**src/rtl/maj_adder_pkg.sv**
```systemverilog
package maj_adder_pkg;

    typedef enum logic [2:0] {
        ST_IDLE  = 3'd0,
        ST_STEP1 = 3'd1,
        ST_STEP2 = 3'd2,
        ST_STEP3 = 3'd3,
        ST_DONE  = 3'd4
    } seq_state_t;

    typedef enum logic [2:0] {
        SRC_A  = 3'd0,
        SRC_B  = 3'd1,
        SRC_C  = 3'd2,
        SRC_F1 = 3'd3,
        SRC_F2 = 3'd4,
        SRC_F3 = 3'd5
    } src_t;

    typedef struct packed {
        src_t       s0;
        src_t       s1;
        src_t       s2;
        logic [2:0] inv;
    } opsel_t;

    localparam int IDX_CARRY = 0;
    localparam int IDX_AUX   = 1;
    localparam int IDX_SUM   = 2;

    function automatic logic maj3(input logic x, input logic y, input logic z);
        return (x & y) | (x & z) | (y & z);
    endfunction

endpackage

```
**src/rtl/maj_gate.sv**
```systemverilog
module maj_gate (
    input  logic [2:0] opnd,
    input  logic [2:0] inv,
    output logic       y
);
    logic [2:0] eff;

    always_comb begin
        eff = opnd ^ inv;
        y   = (eff[0] & eff[1]) | (eff[0] & eff[2]) | (eff[1] & eff[2]);
    end
endmodule

```
**src/rtl/maj_buffer_bank.sv**
```systemverilog
module maj_buffer_bank #(
    parameter int NUM_BUF = 3
) (
    input  logic               clk,
    input  logic               rst,
    input  logic               clr,
    input  logic [NUM_BUF-1:0] wr_en,
    input  logic               wr_bit,
    output logic [NUM_BUF-1:0] q
);
    logic [NUM_BUF-1:0] buf_d, buf_q;

    for (genvar i = 0; i < NUM_BUF; i++) begin : g_cell
        always_comb begin
            if (clr)
                buf_d[i] = 1'b0;
            else if (wr_en[i])
                buf_d[i] = wr_bit;
            else
                buf_d[i] = buf_q[i];
        end
    end

    always_ff @(posedge clk) begin
        buf_q <= buf_d;
    end

    assign q = buf_q;

    // without a copy or clear, contents are retained
    a_r8_retain: assert property (@(posedge clk) disable iff (rst)
        (!clr && wr_en == '0) |=> $stable(q));
    // clear empties the whole bank
    a_r9_clear: assert property (@(posedge clk) disable iff (rst)
        clr |=> (q == '0));
    // at most one buffer is written per step
    a_r4_single_copy: assert property (@(posedge clk) disable iff (rst)
        $onehot0(wr_en));
endmodule

```
**src/rtl/maj_seq_ctrl.sv**
```systemverilog
module maj_seq_ctrl
    import maj_adder_pkg::*;
#(
    parameter int NUM_BUF = 3
) (
    input  logic               clk,
    input  logic               rst,
    input  logic               start,
    output logic               cap_en,
    output opsel_t             opsel,
    output logic [NUM_BUF-1:0] wr_en,
    output logic               busy,
    output logic               done
);
    typedef struct packed {
        seq_state_t st;
    } ctl_t;

    ctl_t ctl_d, ctl_q;

    always_comb begin
        ctl_d  = ctl_q;
        cap_en = 1'b0;
        wr_en  = '0;
        opsel  = '{s0: SRC_A, s1: SRC_B, s2: SRC_C, inv: 3'b000};
        unique case (ctl_q.st)
            ST_IDLE: begin
                if (start) begin
                    cap_en   = 1'b1;
                    ctl_d.st = ST_STEP1;
                end
            end
            ST_STEP1: begin
                wr_en[IDX_CARRY] = 1'b1;
                ctl_d.st         = ST_STEP2;
            end
            ST_STEP2: begin
                opsel.inv      = 3'b100;
                wr_en[IDX_AUX] = 1'b1;
                ctl_d.st       = ST_STEP3;
            end
            ST_STEP3: begin
                opsel          = '{s0: SRC_F1, s1: SRC_F2, s2: SRC_C, inv: 3'b001};
                wr_en[IDX_SUM] = 1'b1;
                ctl_d.st       = ST_DONE;
            end
            ST_DONE:  ctl_d.st = ST_IDLE;
            default:  ctl_d.st = ST_IDLE;
        endcase
        if (rst) ctl_d.st = ST_IDLE;
    end

    always_ff @(posedge clk) begin
        ctl_q <= ctl_d;
    end

    assign busy = (ctl_q.st != ST_IDLE);
    assign done = (ctl_q.st == ST_DONE);

    // a start in idle launches step 1
    a_r2_launch: assert property (@(posedge clk) disable iff (rst)
        (!busy && start) |=> (ctl_q.st == ST_STEP1));
    // a busy sequencer never re-enters step 1
    a_r2_no_restart: assert property (@(posedge clk) disable iff (rst)
        busy |=> (ctl_q.st != ST_STEP1));
    // done lasts a single cycle
    a_r3_done_pulse: assert property (@(posedge clk) disable iff (rst)
        done |=> !done);
    // step 3 always hands over to done
    a_r3_step3_done: assert property (@(posedge clk) disable iff (rst)
        (ctl_q.st == ST_STEP3) |=> done);
endmodule

```
**src/rtl/maj_full_adder.sv**
```systemverilog
module maj_full_adder
    import maj_adder_pkg::*;
#(
    parameter int NUM_BUF = 3
) (
    input  logic               clk,
    input  logic               rst,
    input  logic               clr,
    input  logic               start,
    input  logic               a_in,
    input  logic               b_in,
    input  logic               c_in,
    output logic               busy,
    output logic               done,
    output logic               sum,
    output logic               cout,
    output logic [NUM_BUF-1:0] buf_q
);
    typedef struct packed {
        logic a;
        logic b;
        logic c;
    } opnd_t;

    opnd_t              op_d, op_q;
    logic               cap_en;
    opsel_t             opsel;
    logic [NUM_BUF-1:0] wr_en;
    logic [2:0]         gate_in;
    logic               gate_y;

    maj_seq_ctrl #(.NUM_BUF(NUM_BUF)) u_seq (
        .clk(clk), .rst(rst), .start(start), .cap_en(cap_en),
        .opsel(opsel), .wr_en(wr_en), .busy(busy), .done(done)
    );

    function automatic logic pick(input src_t s, input opnd_t o,
                                  input logic [NUM_BUF-1:0] b);
        unique case (s)
            SRC_A:   return o.a;
            SRC_B:   return o.b;
            SRC_C:   return o.c;
            SRC_F1:  return b[IDX_CARRY];
            SRC_F2:  return b[IDX_AUX];
            SRC_F3:  return b[IDX_SUM];
            default: return 1'b0;
        endcase
    endfunction

    always_comb begin
        op_d = op_q;
        if (cap_en) op_d = '{a: a_in, b: b_in, c: c_in};
        if (rst)    op_d = '0;
        gate_in[0] = pick(opsel.s0, op_q, buf_q);
        gate_in[1] = pick(opsel.s1, op_q, buf_q);
        gate_in[2] = pick(opsel.s2, op_q, buf_q);
    end

    always_ff @(posedge clk) begin
        op_q <= op_d;
    end

    maj_gate u_gate (.opnd(gate_in), .inv(opsel.inv), .y(gate_y));

    maj_buffer_bank #(.NUM_BUF(NUM_BUF)) u_bank (
        .clk(clk), .rst(rst), .clr(clr), .wr_en(wr_en),
        .wr_bit(gate_y), .q(buf_q)
    );

    assign cout = buf_q[IDX_CARRY];
    assign sum  = buf_q[IDX_SUM];

    // carry buffer matches the majority of the latched operands
    a_r4_carry: assert property (@(posedge clk) disable iff (rst)
        (done && !$past(clr)) |-> (cout == maj3(op_q.a, op_q.b, op_q.c)));
    // sum buffer matches the parity of the latched operands
    a_r6_sum: assert property (@(posedge clk) disable iff (rst)
        (done && !$past(clr)) |-> (sum == (op_q.a ^ op_q.b ^ op_q.c)));
    // latched operands stay fixed while busy
    a_r7_hold_ops: assert property (@(posedge clk) disable iff (rst)
        (busy && !done) |=> $stable(op_q));
endmodule

```
**config.mk**
```make
export PLATFORM = sky130hd
export DESIGN_NAME = maj_full_adder
export DESIGN_NICKNAME = d
export VERILOG_FILES = /design/src/rtl/maj_adder_pkg.sv /design/src/rtl/maj_gate.sv /design/src/rtl/maj_buffer_bank.sv /design/src/rtl/maj_seq_ctrl.sv /design/src/rtl/maj_full_adder.sv
export SDC_FILE = /design/constraint.sdc
export NUM_CORES = 1
export LEC_CHECK = 0
export BUFFER_PORTS_ARGS = -buffer_cell sky130_fd_sc_hd__buf_2
export CAP_MARGIN = 15
export CORE_AREA = 2 2 39 41
export CTS_BUF_LIST = sky130_fd_sc_hd__clkbuf_4
export DETAILED_ROUTE_END_ITERATION = 16
export DIE_AREA = 0 0 41 43
export PLACE_DENSITY_LB_ADDON = 0.2
export SLEW_MARGIN = 20
export SYNTH_ARGS = -nofsm -noshare
export SYNTH_HDL_FRONTEND = slang
export SYNTH_SLANG_ARGS = --single-unit
```
**constraint.sdc**
```tcl
create_clock -name clk -period 1.5 [get_ports clk]
set_input_delay 0.3 -clock clk [delete_from_list [all_inputs] [get_ports clk]]
set_output_delay 0.3 -clock clk [all_outputs]
set_load 0.02 [all_outputs]
```
==> reports/qor.txt <==
Synth Area in Adders -> 0%
Top cell type's share of synthesized area -> 40.6%
CTS sink count -> 9
Flop2flop setup slack -> 0.10 ns
Final Slew Violations -> 0
R2R Path Start -> u_seq.ctl_q[2]$_SDFFE_PP0P_
Setup CP Type -> flip-flop to output port
Crit-path slowest cell -> or3_4
DRC Markers -> 0
Num ports -> 14
Syn Std Cell Area -> 444 um2
Mapped Cells -> 47
Sum Neg Setup Slack -> 0 ns
Clk pin slew, worst setup/hold paths -> 0.06 ns
Max Freq -> 0.684 GHz
MaxCap Viol Count -> 0
CTS root buffer -> clkbuf_4
Global-route wire length before repair -> 1480 um
Core footprint -> 1380 um2
Post-synth top area cell -> dfxtp_1
Total track usage -> 12.7%
Mux contribution to synthesized area -> 6.76%
EDFF count, synth -> 0
Flop and latch count out of synthesis -> 9
Chip height -> 43 um
Synth Warn # -> 0
Slew Limit Headroom -> 84.0%
Synthesized net count -> 54
Main combinational cell family by area after synthesis -> simple AND/OR/NAND/NOR gates
Arr. time, crit path -> 1.16 ns
Diodes inserted -> 0
DRT Wirelength -> 786 um
Final Core Density -> 41.2%
Peak supply drop -> 587 uV
Synth top area cells -> dfxtp_1, o41ai_2, mux2i_1
Final Hold Slack -> 0.272 ns
Fin. Hold Viols -> 0
RSZ-0062 raised after global routing -> false
Row count -> 14
Hold Path Origin -> rst
Vias in the first global route -> 367
Clk buf depth -> 2
Gpl congestion -> 0.658
Fill cells -> 136
CTS H-tree lvls -> 1
Area growth, synth to finish -> 28.5%
Initial antenna violation count -> 0
CTS tree -> built
Share of flip-flops with an asynchronous set or reset -> 0%
Worst hold path type -> input port to flip-flop
Final ANT Viol Nets -> 0
Layout cells sized above 1 -> 46.0%
TritonCTS Buffers -> 3
Cell Pwr Density -> 1050 nW/um2
Die footprint -> 1760 um2
Via Count -> 372
Static Leak -> 0.251 nW
Startpoint types -> flip-flop
DR pass1 iterations -> 2
Distinct cells, synth -> 23
Fin crit period -> 1.46 ns
Pin count of the biggest net entering global routing -> 9
Predominant post-synthesis flop cell -> dfxtp_1
Setup violators final -> 0
Worst-skew pair later-pin latency -> 0.26 ns
Die W -> 41 um
Critical path capture point type -> output port
Post-Synth XOR/XNOR Area -> 1.97%
Hold_buf cts -> 0
Synthesized area per cell -> 9.45 um2
Largest stage delay, worst path -> 0.40 ns
Nets -> 71
DR WL/cell -> 9.95 um
Critical path origin -> u_seq.ctl_q[0]$_SDFFE_PP0P_
DRT iter0 DRCs -> 6
Compound-Gate Fraction of Synth Area -> 14.1%
Register area share after synthesis -> 40.6%
IO buf count -> 13
Fin crit share -> 97.5%
Worst EP required -> 1.20 ns
CP Max Fanout -> 7
Synth Area in Simple Gates -> 29.6%
Initial core utilization -> 32.1%
Overflow after GRT -> 0
Worst Max-Slew Pin Slew -> 0.240 ns
Critical Path, Cell by Cell -> or3_4, buf_6
Clock Skew -> 0.00213 ns
HPWL after DPL -> 599 um
Via-to-Cell Ratio -> 4.71
Status -> finished clean
through the flow:
| step | std cells | worst slack (ns) | instance area [um2] | total power [mW] |
|---|---|---|---|---|
| detailed placement | 73 | 0.0349 | 509 | 0.381 |
| global placement | 73 | 0.0338 | 509 | 0.382 |
| floorplan | 47 | 0.0542 | 444 | 0.353 |
| global route | 79 | 0.00747 | 571 | 0.639 |
| finish | 79 | 0.0378 | 571 | 0.601 |
| CTS | 77 | 0.0102 | 549 | 0.599 |
metal layers:
metal / GRT usage, % / share of wire, %
met4: 10.0 / 3.2
met5: 0 / 0
met1: 16.9 / 48
met2: 16.6 / 44
met3: 3.14 / 4.3
worst max-delay path, delay by kind of cell (launching register included):
family        cells  cell delay (ns)
simple gates      1             0.40
flops             1             0.36
buf+inv           1             0.14
worst paths after layout:
check	to	depth (start not counted)
setup reg to reg	u_bank.q[0]$_SDFFE_PP0N_	4
hold reg to reg	u_seq.ctl_q[0]$_SDFFE_PP0P_	1
hold / removal	u_seq.ctl_q[1]$_SDFFE_PP0P_	2
setup / recovery	busy	2
report_power, final:
group	switching, mW	leakage, nW	internal, mW
Combinational	0.0539	0.159	0.0637
Clock	0.0859	0.0184	0.121
Sequential	0.0220	0.0744	0.255
Total	0.162	0.251	0.439
timing repair:
action                     4_1_cts  5_1_grt
buffers inserted                 0        2
gates resized for setup          4        2
setup endpoints to repair        1        1
cloned                           0        0
synthesized netlist by cell type, types with 2 or more instances:
library cell and instances:
nand2_1 4, mux2i_1 3, dfxtp_1 9, inv_1 3, buf_4 2, o41ai_2 2
nand3b_1 2, nor2_1 7
cell type report:
cell class | instances | area [um2] | area share [%]
repair buffers | 15 | 86.3 | 15.1
well taps | 16 | 20.0 | 3.51
inverters | 3 | 11.3 | 1.97
clock buffers | 4 | 30.0 | 5.26
flip-flops and latches | 9 | 185 | 32.5
multi-input cells | 32 | 238 | 41.7
cell usage in the layout (no fill, tap or decap):
cell	n
nor3b_1	1
o32ai_1	1
buf_6	1
buf_4	2
or3_4	1
o41ai_2	2
dfxtp_4	1
buf_2	12
clkbuf_4	4
inv_1	3
nor2_2	1
dfxtp_2	1
nor2_1	7
nand3b_2	1
a21oi_1	1
or3b_2	1
xnor2_1	1
nand2_1	4
dfxtp_1	7
mux2i_1	3
nand3b_1	2
and3_4	1
o221ai_1	1
a21o_1	1
nor3_1	1
nor3b_2	1
nor4_1	1
registers in the layout, summed over array words and instances, names as in the netlist:
signal	flops
u_bank.q	3
u_seq.ctl_q	3
op_q	3
cells by family (layout without fill, tap and decap cells):
family | Yosys count | after routing
buf+inv | 6 | 22
xor+xnor | 1 | 1
mux | 3 | 3
simple gates | 22 | 22
compound gates | 6 | 6
flops | 9 | 9
(Power assumes the default switching activity.)
